`config.mk`:
```
export PLATFORM = sky130hd
export DESIGN_NAME = fif_unit
export DESIGN_NICKNAME = d
export VERILOG_FILES = /design/src/rtl/fif_pkg.sv /design/src/rtl/fif_cell.sv /design/src/rtl/fif_irq.sv /design/src/rtl/fif_unit.sv
export SDC_FILE = /design/constraint.sdc
export NUM_CORES = 1
export LEC_CHECK = 0
export CAP_MARGIN = 40
export CORE_AREA = 2 2 39 41
export CTS_CLUSTER_DIAMETER = 120
export DETAILED_ROUTE_END_ITERATION = 8
export DIE_AREA = 0 0 41 43
export GPL_TIMING_DRIVEN = 0
export SKIP_LAST_GASP = 1
export SYNTH_ARGS = -nofsm -noshare
export SYNTH_HDL_FRONTEND = slang
export SYNTH_SLANG_ARGS = --single-unit
```
`constraint.sdc`:
```
create_clock -name clk -period 1.8 [get_ports clk]
set_input_delay 0.36 -clock clk [delete_from_list [all_inputs] [get_ports clk]]
set_output_delay 0.36 -clock clk [all_outputs]
set_load 0.005 [all_outputs]
```
`src/rtl/fif_pkg.sv`:
```
package fif_pkg;

    localparam int unsigned NFLAG = 4;

    typedef enum logic [1:0] {
        EV_DONE   = 2'd0,
        EV_OPFAIL = 2'd1,
        EV_RDFAIL = 2'd2,
        EV_ECCFIX = 2'd3
    } ev_e;

    // Events whose flag is only recorded when the enable bit is set
    localparam logic [NFLAG-1:0] SET_GATED = 4'b0011;

    typedef struct packed {
        logic eccfix;
        logic rdfail;
        logic opfail;
        logic done;
    } flagvec_t;

    function automatic logic set_allowed(logic ev, logic en, logic gated);
        return ev && (en || !gated);
    endfunction

    function automatic logic flag_next(logic cur, logic set_req, logic clr_req);
        if (set_req) return 1'b1;
        if (clr_req) return 1'b0;
        return cur;
    endfunction

endpackage

```
`src/rtl/fif_cell.sv`:
```
module fif_cell #(
    parameter bit GATED = 1'b0
) (
    input  logic clk,
    input  logic rst,
    input  logic ev,
    input  logic en,
    input  logic clr,
    output logic q
);
    import fif_pkg::*;

    logic set_req;

    always_comb set_req = set_allowed(ev, en, GATED);

    always_ff @(posedge clk) begin
        if (rst) q <= 1'b0;
        else     q <= flag_next(q, set_req, clr);
    end
endmodule

```
`src/rtl/fif_irq.sv`:
```
module fif_irq #(
    parameter int unsigned N = 4
) (
    input  logic [N-1:0] flag_i,
    input  logic [N-1:0] en_i,
    output logic         irq_o
);
    always_comb irq_o = |(flag_i & en_i);
endmodule

```
`src/rtl/fif_unit.sv`:
```
module fif_unit
    import fif_pkg::*;
(
    input  logic             clk,
    input  logic             rst,
    input  logic [NFLAG-1:0] ev_pulse,
    input  logic [NFLAG-1:0] irq_en,
    input  logic             clr_we,
    input  logic [NFLAG-1:0] clr_data,
    output logic [NFLAG-1:0] flags,
    output logic             irq
);
    flagvec_t          st;
    logic [NFLAG-1:0]  clr_vec;

    always_comb clr_vec = clr_data & {NFLAG{clr_we}};

    for (genvar i = 0; i < NFLAG; i++) begin : g_cell
        fif_cell #(.GATED(SET_GATED[i])) u_cell (
            .clk (clk),
            .rst (rst),
            .ev  (ev_pulse[i]),
            .en  (irq_en[i]),
            .clr (clr_vec[i]),
            .q   (st[i])
        );
    end

    always_comb flags = st;

    fif_irq #(.N(NFLAG)) u_irq (
        .flag_i (st),
        .en_i   (irq_en),
        .irq_o  (irq)
    );
endmodule

```
== After elaboration in Yosys (flattened, before gate mapping) ==
Cells that the tools add are included.

* Input port bits: 15
* Flip-flop bits (word level): 4

* Reduce and logical (&&, ||, !) cells: 7
* Multiplexer cells: 36
* Bitwise operators: 2

{| class="wikitable"
|+ Operator list
! cell !! number
|-
| 1-bit two-way mux || 36
|-
| 4-bit AND || 2
|-
| 2-bit nonzero test || 4
|-
| 4-bit OR reduction || 1
|-
| 1-bit logical AND || 2
|}

== Longest topological paths before layout ==
* Depth in word-level cells: 7
* Gate-level depth with buffers: 2
* Depth with buffers taken out: 2

== By module ==
From an unflattened synthesis, not the netlist that was laid out.

* Cells, all modules: 23
* Area total of the unflattened synthesis: 198.9 um^2

{| class="wikitable"
|+ By module, submodules not included
! module !! cells an instance !! times used !! seq. area each (um^2) !! area an instance (um^2)
|-
| fif_cell || 4 || 4 || 20.0 || 38.8
|-
| fif_unit || 4 || 1 || 0.0 || 25.0
|-
| fif_irq || 3 || 1 || 0.0 || 18.8
|}

== Least setup slack after synthesis ==
No wires, ideal clock.

* Path type: input to output
* From: in irq_en[1]
* To: out irq
* Buffers on the path: 0
* Data arrival time: 0.594 ns
* Cell stages on the path: 2
* Setup slack: 0.846 ns
* Cell sequence: a22oi_1 > nand2_1

* Cells in the longest elaborated chain, start to end: 2

{| class="wikitable"
|+ Ends and longest elaborated chain
! item !! RTL line !! text
|-
| start, declared || fif_unit.sv:7 || <nowiki>input logic [NFLAG-1:0] irq_en,</nowiki>
|-
| 4-bit AND || fif_irq.sv:8 || <nowiki>always_comb irq_o = |(flag_i & en_i);</nowiki>
|-
| 4-bit OR reduction || fif_irq.sv:8 ||
|-
| end, declared || fif_unit.sv:11 || <nowiki>output logic irq</nowiki>
|}

Every way passes these cells.

== Worst setup path after layout ==
* From: in irq_en[0]
* To: out irq

The elaborated chain is that of the path after synthesis.

==> out/metrics.csv <==
stage,metric,value,unit
clocking,post-cts sizing count,1,
clocking,Skew-Pair Late Insertion Delay,240,ps
power_and_ir_drop,Sw Ratio,0.214,
clocking,clock tree sinks,4,
final_layout,"most common cell after layout, fill and taps aside",clkdlybuf4s50_1,
power_and_ir_drop,switching power,60.8,uW
floorplan,initial cell density of the core,0.144,
final_layout,share of cells above drive strength 1,0.156,
hold_path,min-delay src,g_cell[3].u_cell.q$_SDFFE_PP0P_,
power_and_ir_drop,clock group share of total power,0.400,
critical_path,RR Startpoint,g_cell[1].u_cell.q$_SDFFE_PP0P_,
power_and_ir_drop,Pwr Density,661,nW/um^2
floorplan,Die Area,1760,um^2
timing,"Period Utilization, post-route",0.918,
synthesis,number of synthesized register bits,4,
critical_path,CP max FO,2,
power_and_ir_drop,Combinational Power Share,0.249,
critical_path,Crit Path Class,input pin to output port,
clocking,Setup Buffers After CTS,0,
timing,RSZ-0062 raised after global routing,no,
routing,DR pass1 iterations,1,
critical_path,Worst setup SP type,input pin,
clocking,CTS buffer count,3,
floorplan,Die X,41,um
final_layout,most frequent cells in the layout,"clkdlybuf4s50_1, buf_4, dfxtp_1",
final_layout,fin nets,62,
grt,GRT overflow,0,
floorplan,CORE AREA,1380,um^2
final_layout,most flop-heavy register,g_cell.u_cell.q,
timing,WHS,511,ps
final_layout,ant diodes,0,
routing,drt via density,3.93,
final_layout,Largest register FFs,4,
synthesis,syn nets,38,
floorplan,row count,14,
placement,GPL Wtd Cong,0.518,
routing,Routed Wire Length,496,um
final_layout,Synth-to-Final Area Change,116,%
hold_path,Hold WC Path Type,register to register,
grt,largest net degree at the start of global routing,5,
synthesis,Synth warnings,0,
routing,initial drt markers,0,
power_and_ir_drop,Flop pwr share,0.351,
hold_path,WHS Endpoint,g_cell[3].u_cell.q$_SDFFE_PP0P_,
grt,Total GRT Usage,0.0783,
clocking,Max Buffers Root-to-Sink,2,
critical_path,Crit path required time,1440,ps
synthesis,Synth cell types,9,
final_layout,Multi-input gate area,81.3,um^2
synthesis,sequential share of the synthesized area,0.403,
final_layout,Fillers,158,
job,Max-Cap Viols,0,
final_layout,Largest regs,g_cell.u_cell.q: 4 flops,
clocking,Hold Buf Count CTS,0,
status,status,"finished, final reports clean",
critical_path,reg2reg end,g_cell[1].u_cell.q$_SDFFE_PP0P_,
routing,WL/cell,8.13,um
clocking,TritonCTS clock tree,done,
clocking,Worst-path clk slew,40,ps
placement,# port buffers,19,
placement,dpl ws,-63.1,ps
grt,first-pass GRT wire length,834,um
final_layout,Util after Layout,0.311,
grt,initial antenna violation count,0,
synthesis,post-synthesis cell area,199,um^2
timing,Setup WS post-layout,148,ps
power_and_ir_drop,Int Pwr,224,uW
final_layout,register area,80.1,um^2
timing,minimum clock period,1650,ps
routing,via count,240,
clocking,depth of the CTS H-tree,1,
synthesis,mean area per synthesized cell,8.65,um^2
placement,DP Area,409,um^2
timing,endpoints failing setup,0,
final_layout,Final Cell Area,430,um^2
timing,final hold vios,0,
grt,vias in the first global route,232,
timing,worst-margin pin slew,195,ps
timing,FMAX,605,MHz
floorplan,die height,43,um
routing,DRC Markers,0,
timing,Slew HR,0.869,
power_and_ir_drop,VDD IR max,0.206,mV
critical_path,Crit. End Element,output port,
power_and_ir_drop,Lkg Pwr,0.184,nW
critical_path,CP arrival,1290,ps
synthesis,cell count after synthesis,23,
timing,final slew viol count,0,
critical_path,reg2reg setup slack,1070,ps
floorplan,Ports,20,
clocking,Root Driver,clkbuf_4,
routing,Antenna Violating Nets Remaining,0,
timing,Worst Clk Skew,0,ps
critical_path,reg2reg path depth,2,
hold_path,Hold Path Cell Cnt,2,
==> worst max path at each step <==
stage / start / to / slack (ps) / depth (start not counted)
floorplan: irq_en[1] / irq / 850 / 2
global placement: irq_en[1] / irq / -60 / 4
detailed placement: irq_en[1] / irq / -60 / 4
CTS: irq_en[1] / irq / 140 / 4
global route: irq_en[0] / irq / 40 / 4
finish: irq_en[0] / irq / 150 / 4
==> cells by family after synthesis <==
group / synth area share
buf+inv: 0.189
compound gates: 0.314
simple gates: 0.0943
flops: 0.403
==> layout make-up <==
type / count / area share
plain buffers: 4 / 0.0698
multi-input cells: 13 / 0.189
repair buffers: 19 / 0.439
well taps: 16 / 0.0465
inverters: 2 / 0.0174
flip-flops and latches: 4 / 0.186
clock buffers: 3 / 0.0523
==> power by group through the flow <==
stage | Sequential [mW] | Combinational (mW) | Clock (mW)
3_5_place_dp | 0.102 | 0.0740 | 0
6_report | 0.0998 | 0.0708 | 0.114
4_1_cts | 0.100 | 0.0721 | 0.123
5_1_grt | 0.101 | 0.0784 | 0.128
3_3_place_gp | 0.102 | 0.0731 | 0
2_1_floorplan | 0.100 | 0.0220 | 0
==> through the flow <==
step | instances | power [mW] | setup TNS (ps)
after floorplan | 23 | 0.122 | 0
after global placement | 58 | 0.175 | -64.1
after detailed placement | 58 | 0.176 | -63.1
after CTS | 61 | 0.295 | 0
after global routing | 61 | 0.307 | 0
final | 61 | 0.285 | 0
==> synthesized netlist by cell type, drive strengths merged <==
cell	number	area share
a21bo	2	0.10
a21oi	2	0.050
a22oi	2	0.075
a311oi	2	0.088
buf	4	0.15
dfxtp	4	0.40
inv	2	0.038
nand2	3	0.057
nor2	2	0.038
==> worst max-delay path: stages <==
cell and delay, ps:
clkdlybuf4s50_1 420, a22oi_1 190, nand2_1 60, dlygate4sd2_1 260
==> layer usage <==
layer | track usage | vias up | share of wire
met4 | 0.0200 | 0 | 0
met1 | 0.0740 | 103 | 0.34
met5 | 0 | - | 0
met2 | 0.106 | 16 | 0.48
li1 | - | 121 | -
met3 | 0.0942 | 0 | 0.17
No activity file was read; power rests on OpenSTA's default activity.
